===== config.mk =====
export PLATFORM = sky130hd
export DESIGN_NAME = cfloat_addsub
export DESIGN_NICKNAME = d
export VERILOG_FILES = /design/src/rtl/cfloat_addsub_pkg.sv /design/src/rtl/cfloat_addsub_ctrl.sv /design/src/rtl/cfloat_addsub_dp.sv /design/src/rtl/cfloat_addsub.sv
export SDC_FILE = /design/constraint.sdc
export NUM_CORES = 1
export LEC_CHECK = 0
export BUFFER_PORTS_ARGS = -buffer_cell sky130_fd_sc_hd__buf_2
export CAP_MARGIN = 40
export CORE_ASPECT_RATIO = 1.5
export CORE_MARGIN = 1.5
export CORE_UTILIZATION = 60
export DETAILED_ROUTE_END_ITERATION = 6
export PLACE_DENSITY = 0.89
export SYNTH_ARGS = -nofsm -noshare
export SYNTH_HDL_FRONTEND = slang
export SYNTH_SLANG_ARGS = --single-unit
export TNS_END_PERCENT = 50

===== constraint.sdc =====
create_clock -name clk -period 7.7 [get_ports clk]
set_input_delay 0 -clock clk [delete_from_list [all_inputs] [get_ports clk]]
set_output_delay 0 -clock clk [all_outputs]
set_load 0.05 [all_outputs]

===== src/rtl/cfloat_addsub_pkg.sv =====
package cfloat_addsub_pkg;
  localparam int DEF_EXP_W = 6;
  localparam int DEF_MAN_W = 16;

  // load strobes issued by the control to each pipeline stage
  typedef struct packed {
    logic ldOrder;
    logic ldSum;
    logic ldNorm;
    logic ldOut;
  } stageStrobe_t;
endpackage


===== src/rtl/cfloat_addsub_ctrl.sv =====
module cfloat_addsub_ctrl
  import cfloat_addsub_pkg::*;
(
  input  logic         clk,
  input  logic         rst,
  input  logic         inValid,
  output stageStrobe_t strobe,
  output logic         outValid
);
  localparam int STAGES = 4;

  logic [STAGES-1:0] vPipe;

  always_ff @(posedge clk) begin
    if (rst) vPipe[0] <= 1'b0;
    else     vPipe[0] <= inValid;
  end

  for (genvar i = 1; i < STAGES; i++) begin : g_vstage
    always_ff @(posedge clk) begin
      if (rst) vPipe[i] <= 1'b0;
      else     vPipe[i] <= vPipe[i-1];
    end
  end

  assign strobe.ldOrder = inValid;
  assign strobe.ldSum   = vPipe[0];
  assign strobe.ldNorm  = vPipe[1];
  assign strobe.ldOut   = vPipe[2];
  assign outValid       = vPipe[STAGES-1];

  // an accepted pair shows as outValid four samples later
  p_latency_r11: assert property (@(posedge clk) disable iff (rst)
    inValid |-> ##4 outValid);
endmodule


===== src/rtl/cfloat_addsub_dp.sv =====
module cfloat_addsub_dp
  import cfloat_addsub_pkg::*;
#(
  parameter int EXP_W = DEF_EXP_W,
  parameter int MAN_W = DEF_MAN_W,
  localparam int WORD_W = EXP_W + 1 + MAN_W
) (
  input  logic              clk,
  input  logic              rst,
  input  stageStrobe_t      strobe,
  input  logic [WORD_W-1:0] opA,
  input  logic [WORD_W-1:0] opB,
  input  logic              opSub,
  output logic [WORD_W-1:0] result
);
  localparam int SIG_W = MAN_W + 1;
  localparam int SUM_W = MAN_W + 2;
  localparam int KEY_W = EXP_W + MAN_W;
  localparam int POS_W = $clog2(SUM_W);
  localparam int XE_W  = EXP_W + 2;
  localparam logic [EXP_W-1:0] EXP_TOP = '1;

  // ---------------- stage 1: unpack, order by magnitude ----------------
  logic [EXP_W-1:0] aExp, bExp;
  logic [MAN_W-1:0] aMan, bMan;
  logic             aSign, bSignEff, aZero, bZero, swapOps;
  logic [KEY_W-1:0] aKey, bKey;
  logic [SIG_W-1:0] aSig, bSig;

  assign aExp     = opA[WORD_W-1 -: EXP_W];
  assign bExp     = opB[WORD_W-1 -: EXP_W];
  assign aSign    = opA[MAN_W];
  assign bSignEff = opB[MAN_W] ^ opSub;
  assign aMan     = opA[MAN_W-1:0];
  assign bMan     = opB[MAN_W-1:0];
  assign aZero    = (aExp == '0);
  assign bZero    = (bExp == '0);
  assign aKey     = aZero ? '0 : {aExp, aMan};
  assign bKey     = bZero ? '0 : {bExp, bMan};
  assign aSig     = aZero ? '0 : {1'b1, aMan};
  assign bSig     = bZero ? '0 : {1'b1, bMan};
  assign swapOps  = (aKey < bKey);

  logic [EXP_W-1:0] s1BigExp, s1Diff;
  logic [SIG_W-1:0] s1BigSig, s1SmallSig;
  logic             s1BigSign, s1EffSub;

  always_ff @(posedge clk) begin
    if (rst) begin
      s1BigExp   <= '0;
      s1Diff     <= '0;
      s1BigSig   <= '0;
      s1SmallSig <= '0;
      s1BigSign  <= 1'b0;
      s1EffSub   <= 1'b0;
    end else if (strobe.ldOrder) begin
      s1BigExp   <= swapOps ? bExp : aExp;
      s1Diff     <= swapOps ? (bExp - aExp) : (aExp - bExp);
      s1BigSig   <= swapOps ? bSig : aSig;
      s1SmallSig <= swapOps ? aSig : bSig;
      s1BigSign  <= swapOps ? bSignEff : aSign;
      s1EffSub   <= aSign ^ bSignEff;
    end
  end

  // ---------------- stage 2: align and combine ----------------
  logic [SIG_W-1:0] shiftedSig;
  logic [SUM_W-1:0] bigExt, smallExt, sumComb;

  assign shiftedSig = (int'(s1Diff) >= SIG_W) ? '0 : (s1SmallSig >> s1Diff);
  assign bigExt     = {1'b0, s1BigSig};
  assign smallExt   = {1'b0, shiftedSig};
  assign sumComb    = s1EffSub ? (bigExt - smallExt) : (bigExt + smallExt);

  logic [SUM_W-1:0] s2Sum;
  logic [EXP_W-1:0] s2BigExp;
  logic             s2Sign;

  always_ff @(posedge clk) begin
    if (rst) begin
      s2Sum    <= '0;
      s2BigExp <= '0;
      s2Sign   <= 1'b0;
    end else if (strobe.ldSum) begin
      s2Sum    <= sumComb;
      s2BigExp <= s1BigExp;
      s2Sign   <= s1BigSign;
    end
  end

  // the aligned smaller significand never exceeds the larger one
  p_order_r4: assert property (@(posedge clk) disable iff (rst)
    (strobe.ldSum && s1EffSub) |-> (shiftedSig <= s1BigSig));

  // ---------------- stage 3: leading one and renormalize ----------------
  logic [POS_W-1:0] msbPos;
  logic             sumZero;

  always_comb begin
    msbPos  = '0;
    sumZero = 1'b1;
    for (int i = 0; i < SUM_W; i++) begin
      if (s2Sum[i]) begin
        msbPos  = POS_W'(i);
        sumZero = 1'b0;
      end
    end
  end

  logic [SUM_W-1:0] shiftedUp;
  logic [SIG_W-1:0] normSig;
  logic signed [XE_W-1:0] expComb;

  assign shiftedUp = s2Sum << (POS_W'(SIG_W-1) - msbPos);

  always_comb begin
    if (msbPos == POS_W'(SUM_W-1)) normSig = s2Sum[SUM_W-1:1];
    else                           normSig = shiftedUp[SIG_W-1:0];
  end

  assign expComb = XE_W'(s2BigExp) + XE_W'(msbPos) - XE_W'(SIG_W-1);

  // a nonzero sum always lands with its leading one at the implied bit
  p_norm_hidden_r9: assert property (@(posedge clk) disable iff (rst)
    (strobe.ldNorm && !sumZero) |-> normSig[SIG_W-1]);

  logic [MAN_W-1:0]       s3Man;
  logic signed [XE_W-1:0] s3Exp;
  logic                   s3Sign, s3Zero;

  always_ff @(posedge clk) begin
    if (rst) begin
      s3Man  <= '0;
      s3Exp  <= '0;
      s3Sign <= 1'b0;
      s3Zero <= 1'b1;
    end else if (strobe.ldNorm) begin
      s3Man  <= normSig[MAN_W-1:0];
      s3Exp  <= expComb;
      s3Sign <= s2Sign;
      s3Zero <= sumZero;
    end
  end

  // ---------------- stage 4: range limit and pack ----------------
  logic [WORD_W-1:0] packed_w;

  always_comb begin
    if (s3Zero || (s3Exp < $signed(XE_W'(1))))
      packed_w = '0;
    else if (s3Exp > $signed(XE_W'(EXP_TOP)))
      packed_w = {EXP_TOP, s3Sign, s3Man};
    else
      packed_w = {s3Exp[EXP_W-1:0], s3Sign, s3Man};
  end

  always_ff @(posedge clk) begin
    if (rst)               result <= '0;
    else if (strobe.ldOut) result <= packed_w;
  end

  // a zero exponent at the output only ever comes as the all-zero word
  p_zero_word_r6: assert property (@(posedge clk) disable iff (rst)
    (result[WORD_W-1 -: EXP_W] == '0) |-> (result == '0));
endmodule


===== src/rtl/cfloat_addsub.sv =====
module cfloat_addsub
  import cfloat_addsub_pkg::*;
#(
  parameter int EXP_W = DEF_EXP_W,
  parameter int MAN_W = DEF_MAN_W,
  localparam int WORD_W = EXP_W + 1 + MAN_W
) (
  input  logic              clk,
  input  logic              rst,
  input  logic              inValid,
  input  logic [WORD_W-1:0] opA,
  input  logic [WORD_W-1:0] opB,
  input  logic              opSub,
  output logic              outValid,
  output logic [WORD_W-1:0] result
);
  stageStrobe_t strobe;

  cfloat_addsub_ctrl u_ctrl (
    .clk      (clk),
    .rst      (rst),
    .inValid  (inValid),
    .strobe   (strobe),
    .outValid (outValid)
  );

  cfloat_addsub_dp #(
    .EXP_W (EXP_W),
    .MAN_W (MAN_W)
  ) u_dp (
    .clk    (clk),
    .rst    (rst),
    .strobe (strobe),
    .opA    (opA),
    .opB    (opB),
    .opSub  (opSub),
    .result (result)
  );
endmodule


======== Word-level counts from Yosys, hierarchy flattened ========
Index checks and enable logic that the tools add are counted.
cells by class
  $add $sub $neg .......................... 7
  order comparisons ....................... 4
  equality and inequality tests ........... 1
  shift operators ......................... 2
  multiplexer cells ....................... 49
  bitwise operators ....................... 2
  reductions and logical operators ........ 3
operator list
  cell                   count
  $mux W17               5
  $mux W23               2
  $mux W22               2
  $mux W4                8
  $lt A22 B22 Y1         1
  $mux W1                20
  $add A17 B17 Y18       1
  $mux W18               1
  $shl A18 B5 Y16        1
  $sub A17 B17 Y18       1
  $shr A17 B6 Y17        1
  $mux W16               1
  $logic_not A6 Y1       2
  $mux W3                4
  $mux W6                2
  $sub A6 B6 Y6          2
  $mux W5                2
  $gt A8 B7 Y1 const B   1
  $lt A8 B2 Y1 const B   1
  $sub A8 B5 Y8 const B  1
  $add A6 B5 Y7          1
  $ge A6 B5 Y1 const B   1
  $eq A5 B5 Y1 const B   1
  $sub A5 B5 Y5 const A  1
  other kinds (3)        5
storage, ports and cells
  register bits after elaboration ......... 126
  output and inout bits ................... 24
  word-level logic and storage cells ...... 86

======== Logic depth before layout (Yosys ltp) ========
Gate-level depths: netlist of the first run.
  depth after elaboration ................. 20
  gate-level depth with buffers ........... 21

======== Cells and area by module ========
Synthesis of the first run repeated with hierarchy kept, for this count alone.
unflattened totals
  cells, all modules ...................... 1143
  area, all modules ....................... 9221.3 um2
by module, submodules not included
  module              times used  cells an instance  area each (um2)
  cfloat_addsub_dp    1           1134               9108.7
  cfloat_addsub_ctrl  1           9                  112.6

======== Worst setup path before layout of the first run ========
OpenSTA, ideal clock, no wires.
  kind .................................... register -> register
  start point ............................. reg u_dp.s1Diff[5]
  end point ............................... reg u_dp.s2Sum[16]
  arrival ................................. 4.097 ns
  required time ........................... 7.638 ns
  setup slack ............................. 3.540 ns
  stages on the path, launching flop included .. 18
  period minus slack after synthesis ...... 4.160 ns
  path through ............................ dfxtp_1 > clkbuf_1 > nor4_2 > a22oi_1 > nand2_1 > inv_1 > ha_1 > mux2i_1 > inv_1 > fa_1 > nor2b_1 > o21ai_0 > a21boi_0 > o211ai_1 > nand3_1 > a31oi_1 > or4b_2 > nand3_1
between the ends
  word-level cells in the longest chain between the ends .. 4
  elaborated cells on any way between the ends .. 6
  classes of those cells .................. add/sub (2); order compare (1); shift (1); mux (2)
ends and longest elaborated chain
  element                                               RTL line                text
  start, declared                                       cfloat_addsub_dp.sv:44  logic [EXP_W-1:0] s1BigExp, s1Diff;
  start signal, assigned                                cfloat_addsub_dp.sv:58  s1Diff <= swapOps ? (bExp - aExp) : (aExp - bExp);
  $shr A17 B6 Y17 or $ge A6 B5 Y1 (tied branches)       cfloat_addsub_dp.sv:70  assign shiftedSig = (int'(s1Diff) >= SIG_W) ? '0 : (s1SmallSig >> s1Diff);
  $mux W17 *                                            cfloat_addsub_dp.sv:70
  $add A17 B17 Y18 or $sub A17 B17 Y18 (tied branches)  cfloat_addsub_dp.sv:73  assign sumComb = s1EffSub ? (bigExt - smallExt) : (bigExt + smallExt);
  $mux W18 *                                            cfloat_addsub_dp.sv:73
  end signal, assigned                                  cfloat_addsub_dp.sv:85  s2Sum <= sumComb;
  end, declared                                         cfloat_addsub_dp.sv:75  logic [SUM_W-1:0] s2Sum;
Every way passes the cells marked *; elsewhere a longest branch is shown, timed or not.
A chain may end at the register's enable or synchronous reset.

======== Final worst setup path of the first run ========
  start point ............................. reg u_dp.s1Diff[1]
  end point ............................... reg u_dp.s2Sum[17]
The elaborated chain is that of the path after synthesis.

==> results.yml, run 1 <==
yosys:
  synth_edf_count: 0
  seq_area_frac_synth: 0.259
  synth_area_leaders: "dfxtp_1, ha_1, mux2i_1, mux4_2, nor2_1"
  synth_cell_types: 86
  synthSimpleGateAreaFrac: 0.248
  synthCells: 1203
  synth_most_common_cell: "dfxtp_1"
  ys_top_cells_by_count: "dfxtp_1, nor2_1, nand2_1"
  synth-xor-area-share: 0.0261
  yosysWarnings: 0
  synth_top_family_by_area: "simple AND/OR/NAND/NOR gates"
  synth-async-reset-ratio: 0
  synth_area_sq_mm: 0.00975
  synthAdderAreaFrac: 0.0814
  synth_compound_area_frac: 0.205
  muxShareOfSynthArea: 0.116
  syn_avg_cell_area_sq_um: 8.10
  synth_top_area_frac: 0.259
  synth_nets: 1314
  synth_ff_type: "dfxtp_1"
  yosys.area.top_type: "dfxtp_1"
  synth.ff_latch_count: 126
placement:
  dpl.hpwl_mm: 17.6
  gp_congestion: 0.946
  io_buffers: 73
critical_path:
  crit_chain: "buf_4, mux4_2, mux2_2, nand3_1, nand2_1, nor3_2, a21oi_1, xor2_1, ha_1, nand2_1, o21ai_0, o211ai_1, a211oi_1, nor2_1, a211o_1, xnor2_1, a211oi_1"
  slowest_delay_ns: 0.56
  crit_type: "reg -> reg"
  path_max_fanout: 33
  critPathLaunchType: "flip-flop"
  cp.required_ns: 8.03
  slowest_stage: "mux4_2"
  critPathArrivalTime_ns: 5.19
  end_kind: "flip-flop"
detailed_routing:
  drt_iter0_markers: 568
  drt_first_pass_iters: 5
  wire_per_inst_microns: 16.9
  avgViaCountPerCell: 6.28
  totalWireLength_mm: 24.6
  vias: 9151
  drc: 0
  drt.antenna.violating_nets: 0
cts:
  cts.sinks: 126
  tritoncts: "built"
  clk_latency_ns: 0.43
  cts.clk_slew.worst_paths_ns: 0.06
  clockBufferDepth: 2
  cts_made_buffers: 17
  htree_num_levels: 4
  cts_root_buffer: "clkbuf_16"
  cts_resized: 0
sta:
  fmax_mhz: 206
  relSlewSlack: 0.404
  period_minus_slack_ns: 4.85
  hold_viol: 0
  finalSetupTns_ns: 0
  fin_crit_sh: 0.630
  setup_viol: 0
  worst_pin_slew_ns: 0.894
  holdWs_ns: 0.00256
  slew_violations: 0
  finClkSkew_ns: 0.0116
  rsz0062_at_grt: "no"
power:
  p_per_area_mw_per_mm2: 287
  p_leak_nw: 4.41
  vdd_drop_max_v: 0.000204
floorplan:
  row_count: 56
  die_height_microns: 159
  die_area_sq_mm: 0.0170
  initial_utilization: 0.618
  core_sq_mm: 0.0158
  ios: 74
  die_w_microns: 107
status:
  outcome: "complete, no violations"
finish:
  fill_cells: 1281
  areaGrowthSynthToFinish_pct: 12.5
  antenna_cells: 0
  layout-drive-gt1-share: 0.143
  finalNetCount: 1352
grt:
  grt_pass1_vias: 8737
  grt_overflow_total: 0
  grt_pass1_wl_mm: 41.0
  grt_antenna_before_repair: 0
  gr-usage-all-layers: 0.292
  grt_max_degree: 99
run:
  drv_cap: 0
hold_path:
  hold_path.class: "in -> reg"
logic make-up (layout without fill, tap and decap cells):
| family | Yosys count | in the layout |
|---|---|---|
| mux | 84 | 84 |
| compound gates | 275 | 275 |
| simple gates | 481 | 481 |
| xor+xnor | 29 | 29 |
| flops | 126 | 126 |
| buf+inv | 147 | 198 |
| fa+ha+maj | 61 | 61 |
area by class of cell:
cell class / count / area (sq um) / area share
Clock inverter: 15 / 198 / 0.0180
Tap cell: 203 / 254 / 0.0232
Clock buffer: 17 / 425 / 0.0388
Inverter: 52 / 195 / 0.0178
Multi-Input combinational cell: 930 / 6600 / 0.602
Sequential cell: 126 / 2520 / 0.230
Timing Repair Buffer: 114 / 773 / 0.0705
cells in the final DEF (no fill, tap or decap), drive strengths merged, types with 27 or more instances in the layout:
master / instances
ha: 57
dlygate4sd3: 28
o21ai: 27
nor3: 34
nand2b: 49
nand3: 64
nand2: 102
buf: 86
a311oi: 40
a21oi: 69
dfxtp: 126
nor2: 125
mux2i: 51
inv: 55
state kept, by name, summed over array words and instances (netlist names):
register         cells
u_dp.s1BigSign       1
u_dp.s1BigSig       17
u_dp.s3Exp           8
u_dp.s3Man          16
u_dp.s1EffSub        1
u_dp.s2Sign          1
u_dp.s2Sum          18
u_dp.s3Sign          1
u_ctrl.outValid      1
u_dp.result         23
u_dp.s1BigExp        6
u_dp.s2BigExp        6
u_dp.s1SmallSig     17
u_ctrl.strobe        3
u_dp.s3Zero          1
u_dp.s1Diff          6
critical path, delay by kind of cell, from the launching register on:
kind / cells / cell delay [ns]
buffers and inverters: 1 / 0.39
muxes: 2 / 0.85
adders and majority gates: 1 / 0.35
and+or+nand+nor: 5 / 0.97
AOI/OAI and AO/OA: 6 / 1.53
DFF: 1 / 0.36
xor gates and xnor gates: 2 / 0.30
worst paths after layout:
path,end,start,slack (ns),cells after the start
worst min register to register,u_dp.result[8],u_dp.result[8],0.46,2
worst min-delay path,u_dp.s1BigSig[13],opA[13],0.003,4
worst max-delay path,u_dp.s2Sum[17],u_dp.s1Diff[1],2.85,17
worst max register to register,u_dp.s2Sum[17],u_dp.s1Diff[1],2.85,17
power by group:
part | leakage (nW) | switching (W) | total (W) | internal [W]
Sequential | 1.03 | 0.0000931 | 0.000797 | 0.000704
Combinational | 3.08 | 0.000850 | 0.00150 | 0.000647
Clock | 0.299 | 0.000329 | 0.000848 | 0.000520
Total | 4.41 | 0.00127 | 0.00314 | 0.00187
what timing repair did:
action | CTS | global route
hold endpoints to repair | 38 | 0
hold buffers | 28 | 0
buffers inserted | 0 | 0
through the flow:
| step | cell area (sq um) | power (W) | util | instances | setup slack (ns) |
|---|---|---|---|---|---|
| global placement | 10000 | 0.00222 | 0.636 | 1395 | 3.06 |
| finish | 11000 | 0.00314 | 0.696 | 1457 | 2.85 |
| global route | 11000 | 0.00332 | 0.696 | 1457 | 2.50 |
| floorplan | 9750 | 0.00200 | - | 1203 | 3.54 |
| detailed placement | 10100 | 0.00225 | 0.638 | 1397 | 2.90 |
| CTS | 11000 | 0.00312 | 0.696 | 1457 | 2.87 |
per-layer routing:
| layer | GRT usage | routed length, microns |
|---|---|---|
| met5 | 0 | 0 |
| met4 | 0.173 | 1190 |
| met3 | 0.0327 | 1000 |
| met2 | 0.523 | 12700 |
| met1 | 0.326 | 9680 |
No activity file was read; power rests on OpenSTA's default activity.
==> run 2, diff against run 1 <==
Settings changed: CORE_UTILIZATION 60 to 56, PLACE_DENSITY 0.89 to 0.87.
Clock period 7.7 ns to 4 ns, I/O delays scaled along.
==> run 2 against run 1 <==
Net effect: the flow now finishes with violations (negative setup slack); via count rose by 9.9%; critical endpoint unchanged; first-iteration DRC count rose by 27%; register-to-register slack got worse by 3.0 ns; sequential power increased by 93%; maximum frequency increased by 16%; utilization up 2.4 points; sequential share of layout area fell by 2.2 points; cell count grew 7.9%; final area grew 11%; non-clock buffer count rose by 108; critical path type unchanged; clock-buffer cell count increased by 1.
==> results.yml, run 2 (synthesized netlist as in run 1, its figures left out) <==
critical_path:
  r2r-start: "u_dp.s1Diff[0]"
  critPathArrivalTime_ns: 4.51
  crit_chain: "buf_12, buf_6, mux4_2, and4_4, a221oi_4, nand4_1, nor3_2, buf_4, a21oi_2, xor2_1, ha_1, and3_4, o211ai_1, a211oi_2, nor2_1, a211o_1, xnor2_1, a211oi_1"
  slowest_stage: "mux4_2"
  path_delay_family: "compound AO/OA/AOI/OAI gates"
  r2r_cells: 18
  reg2reg_slack_ns: -0.18
  path_max_fanout: 6
  r2r-end: "u_dp.s2Sum[17]"
  crit_type: "reg -> reg"
  crit_buf_inv: 3
  end_kind: "flip-flop"
  slowest_delay_ns: 0.53
  cp.required_ns: 4.33
  critPathLaunchType: "flip-flop"
cts:
  cts_made_buffers: 17
  tritoncts: "built"
  cts_root_buffer: "clkbuf_16"
  clockBufferDepth: 2
  htree_num_levels: 4
  cts.clk_slew.worst_paths_ns: 0.06
  clk_latency_ns: 0.42
  cts.sinks: 126
finish:
  largest_register: "u_dp.result"
  fill_cells: 1187
  multi_input_area_sq_mm: 0.00690
  mostFrequentLayoutCells: "nor2_1, dfxtp_1, buf_4"
  antenna_cells: 0
  layout-drive-gt1-share: 0.244
  largest_reg_flops: 23
  reg_top3: "u_dp.result: 23 flops, u_dp.s2Sum: 18 flops"
  final_area_sq_mm: 0.0122
  finalNetCount: 1460
  areaGrowthSynthToFinish_pct: 24.8
  register_area_sq_mm: 0.00253
  final_cells: 1572
power:
  vdd_drop_max_v: 0.000335
  power.total_w: 0.00682
  p_leak_nw: 5.02
  p_per_area_mw_per_mm2: 561
hold_path:
  hold_path.class: "in -> reg"
  hold_end: "u_dp.s1SmallSig[5]"
  hold_depth: 4
  min_from: "opA[5]"
status:
  violations: "negative setup slack"
  outcome: "complete, but fails checks"
detailed_routing:
  drt_iter0_markers: 721
  drt_first_pass_iters: 6
  met3_length_mm: 1.55
  wire_per_inst_microns: 18.9
  avgViaCountPerCell: 6.40
  drc: 0
  top_layer_used: "met4"
  vias: 10058
  wl_met2_mm: 15.5
  drt.antenna.violating_nets: 0
  totalWireLength_mm: 29.7
  drt-met1-wl_mm: 10.3
placement:
  numPlacedInstances: 1490
  dpl.hpwl_mm: 20.1
  place_area_sq_mm: 0.0108
  gp_congestion: 0.965
  io_buffers: 73
floorplan:
  die_w_microns: 111
  core_sq_mm: 0.0169
  ios: 74
  initial_utilization: 0.577
  die_height_microns: 165
  die_area_sq_mm: 0.0182
  row_count: 58
sta:
  fmax_mhz: 239
  setup_viol: 6
  period_minus_slack_ns: 4.18
  fin_crit_sh: 1.05
  relSlewSlack: 0.401
  finalWorstSetupSlack_ns: -0.183
  rsz0062_at_grt: "yes"
  finClkSkew_ns: 0.0108
  hold_viol: 0
  slew_violations: 0
  worst_pin_slew_ns: 0.897
grt:
  grt_pass1_wl_mm: 45.7
  gr-usage-all-layers: 0.307
  grt_pass1_vias: 9673
  grt_max_degree: 84
  grt_antenna_before_repair: 0
  grt_overflow_total: 0
run:
  drv_cap: 0
run 2: routing by layer:
metal	track usage	up-vias
li1	-	4679
met1	0.300	4700
met2	0.589	509
met3	0.0422	170
met4	0.221	0
met5	0	-
run 2: through the flow:
stage | setup TNS [ns] | hold WS, ns | setup slack (ns) | utilization
3_5_place_dp | -1.20 | 0.308 | -0.187 | 0.638
4_1_cts | -0.0422 | 0.00174 | -0.0422 | 0.696
2_1_floorplan | 0 | 0.159 | 0.0147 | -
3_3_place_gp | -0.152 | 0.299 | -0.0701 | 0.636
6_report | -0.691 | 0.00694 | -0.183 | 0.719
5_1_grt | -2.29 | 0.0208 | -0.454 | 0.719
run 2: tightest hold or removal path: stages:
cell	delay, ns
buf_2	0.09
and2_1	0.15
nand2_1	0.06
a311oi_1	0.07
run 2: repair_timing:
item,CTS,global route
buffers inserted,4,16
hold buffers,29,0
endpoints found under the hold margin,39,0
resized for setup,12,64
pin swaps,4,36
setup endpoints to repair,8,41
gates cloned,0,1
run 2: power breakdown:
group          internal, W  switching (W)
logic              0.00174        0.00194
registers          0.00136       0.000186
clock network     0.000958       0.000644
total              0.00406        0.00277
run 2: area by class of cell:
class / count / area share
multi-input combinational: 930 / 0.567
sequential: 126 / 0.208
timing repair buffer: 222 / 0.137
clock buffer: 18 / 0.0361
tap: 210 / 0.0216
inverter: 52 / 0.0160
clock inverter: 14 / 0.0140
run 2: worst max path at each step:
stage | from | endpoint | slack (ns) | cells after the start
2_1_floorplan | u_dp.s1Diff[1] | u_dp.s2Sum[16] | 0.01 | 19
3_3_place_gp | u_dp.s1Diff[1] | u_dp.s2Sum[17] | -0.07 | 19
3_5_place_dp | u_dp.s1Diff[1] | u_dp.s2Sum[13] | -0.19 | 19
4_1_cts | u_dp.s1Diff[1] | u_dp.s2Sum[16] | -0.04 | 18
5_1_grt | u_dp.s1Diff[0] | u_dp.s2Sum[17] | -0.45 | 18
6_report | u_dp.s1Diff[0] | u_dp.s2Sum[17] | -0.18 | 18
==> run 3, diff against run 2 <==
Settings changed: BUFFER_PORTS_ARGS -buffer_cell sky130_fd_sc_hd__buf_2 to -buffer_cell sky130_fd_sc_hd__buf_4.
==> run 3 against run 2 <==
Net effect: the run still ends with negative setup slack left; wire length decreased by 3.1%; sequential share of layout area decreased by 0.51 points; cell count increased by 0.25%; clock power decreased by 4%; first-iteration DRC count decreased by 5.0%; via count decreased by 1.7%; critical path depth unchanged; worst hold slack about the same; non-clock buffer count increased by 4; register-to-register slack improved by 0.08 ns; critical endpoint unchanged.
==> results.yml, run 3 (synthesized netlist as in run 1, its figures left out) <==
finish:
  largest_reg_flops: 23
  layout-drive-gt1-share: 0.252
  final_cells: 1576
  finalNetCount: 1464
  largest_register: "u_dp.result"
  areaGrowthSynthToFinish_pct: 27.8
  mostFrequentLayoutCells: "buf_4, dfxtp_1, nor2_1"
  final_common_cell: "buf_4"
  reg_top3: "u_dp.result: 23 flops, u_dp.s2Sum: 18 flops"
  antenna_cells: 0
power:
  vdd_drop_max_v: 0.000457
  p_leak_nw: 5.11
  p_per_area_mw_per_mm2: 548
floorplan:
  die_height_microns: 165
  core_sq_mm: 0.0169
  row_count: 58
  die_area_sq_mm: 0.0182
  initial_utilization: 0.577
  ios: 74
  die_w_microns: 111
sta:
  finalSetupTns_ns: -0.112
  relSlewSlack: 0.413
  setup_viol: 2
  fin_crit_sh: 1.03
  worst_pin_slew_ns: 0.880
  fmax_mhz: 244
  hold_viol: 0
  period_minus_slack_ns: 4.10
  slew_violations: 0
  finalWorstSetupSlack_ns: -0.101
  finClkSkew_ns: 0.0104
  rsz0062_at_grt: "yes"
cts:
  htree_num_levels: 4
  cts_root_buffer: "clkbuf_16"
  clockBufferDepth: 2
  cts.sinks: 126
  cts.clk_slew.worst_paths_ns: 0.06
  clk_latency_ns: 0.42
  cts_made_buffers: 17
  tritoncts: "built"
critical_path:
  slowest_stage: "dfxtp_4"
  cp.required_ns: 4.33
  path_delay_family: "compound AO/OA/AOI/OAI gates"
  reg2reg_slack_ns: -0.10
  crit_top_cell: "mux2_4"
  r2r-end: "u_dp.s2Sum[17]"
  critPathArrivalTime_ns: 4.43
  path_max_fanout: 7
  r2r-start: "u_dp.s1Diff[1]"
  crit_buf_inv: 2
  critPathLaunchType: "flip-flop"
  slowest_delay_ns: 0.37
  r2r_cells: 18
  crit_type: "reg -> reg"
  crit_chain: "buf_12, buf_16, mux2_4, mux2_4, mux2i_4, a2111oi_4, nor2_2, and3_4, a31oi_2, xor2_1, ha_1, and3_1, o211ai_1, a211oi_2, nor2_1, a211o_1, xnor2_1, a211oi_1"
  end_kind: "flip-flop"
grt:
  grt_pass1_vias: 9526
  grt_antenna_before_repair: 0
  gr-usage-all-layers: 0.301
  grt_overflow_total: 0
  grt_max_degree: 99
  grt_pass1_wl_mm: 45.0
detailed_routing:
  drc: 0
  drt.antenna.violating_nets: 0
  drt_first_pass_iters: 5
  drt_iter0_markers: 685
  wire_per_inst_microns: 18.3
  avgViaCountPerCell: 6.27
  totalWireLength_mm: 28.8
  vias: 9887
run:
  drv_cap: 0
hold_path:
  hold_depth: 4
  min_from: "opA[1]"
  hold_path.class: "in -> reg"
  hold_end: "u_dp.s1SmallSig[1]"
status:
  outcome: "complete, but fails checks"
  violations: "negative setup slack"
placement:
  gp_congestion: 0.968
  numPlacedInstances: 1504
  dpl.hpwl_mm: 20.3
  io_buffers: 73
==> run 3: cell count changes in the layout (fill, tap and decap cells not counted), sizes merged <==
cell	delta
buf	+2
clkinv	+2
bufinv	-1
inv	+1
clkbuf	+1
clkinvlp	-1
==> run 3: where the power goes <==
group	internal (W)	switching [W]
registers	0.00135	0.000148
clock network	0.000876	0.000662
logic	0.00180	0.00198
total	0.00403	0.00279
==> run 3: repair_timing <==
| action | CTS | global route |
|---|---|---|
| resized for setup | 12 | 80 |
| hold buffers | 29 | 0 |
| hold endpoints to repair | 41 | 0 |
| buffers inserted | 4 | 6 |
| setup endpoints to repair | 5 | 42 |
| pin swaps | 7 | 36 |
| cloned | 0 | 3 |
==> run 3: through the flow <==
stage | setup slack, ns | utilization | cell area [sq um] | total power [W] | hold slack, ns
2_1_floorplan | 0.0147 | - | 9770 | 0.00386 | 0.159
3_3_place_gp | -0.0379 | 0.652 | 11000 | 0.00481 | 0.302
3_5_place_dp | -0.227 | 0.654 | 11100 | 0.00489 | 0.312
4_1_cts | -0.0288 | 0.710 | 12000 | 0.00650 | 0.00255
5_1_grt | -0.261 | 0.737 | 12500 | 0.00719 | 0.0288
6_report | -0.101 | 0.737 | 12500 | 0.00683 | 0.00681
==> run 3: worst max-delay path by stage <==
stage	startpoint	end	slack, ns	cells after the start
6_report	u_dp.s1Diff[1]	u_dp.s2Sum[17]	-0.10	18
5_1_grt	u_dp.s1Diff[1]	u_dp.s2Sum[17]	-0.26	18
4_1_cts	u_dp.s1Diff[1]	u_dp.s2Sum[17]	-0.03	18
3_5_place_dp	u_dp.s1Diff[0]	u_dp.s2Sum[17]	-0.23	19
3_3_place_gp	u_dp.s1Diff[0]	u_dp.s2Sum[17]	-0.04	19
2_1_floorplan	u_dp.s1Diff[1]	u_dp.s2Sum[16]	0.01	19
==> run 3: per-layer routing <==
| layer | part of all wire | wire (microns) | GRT usage | vias to the layer above |
|---|---|---|---|---|
| li1 | - | - | - | 4686 |
| met1 | 0.36 | 10500 | 0.303 | 4650 |
| met2 | 0.52 | 14900 | 0.568 | 404 |
| met3 | 0.042 | 1210 | 0.0393 | 147 |
| met4 | 0.076 | 2170 | 0.220 | 0 |
| met5 | 0 | 0 | 0 | - |
==> run 3: worst reg2reg max path, delay by kind of cell (launching register included) <==
family,cells,cell delay [ns]
compound gates,6,1.18
xor+xnor,2,0.31
fa+ha+maj,1,0.33
buf+inv,2,0.28
flops,1,0.37
mux,3,0.82
simple gates,4,0.71
==> run 3: cell type report <==
type                       instances  area (sq um)
multi-input combinational        930          6980
fill                            1177          4450
sequential                       126          2530
timing repair buffer             226          1920
clock buffer                      17           425
tap                              210           263
inverter                          52           195
clock inverter                    15           149
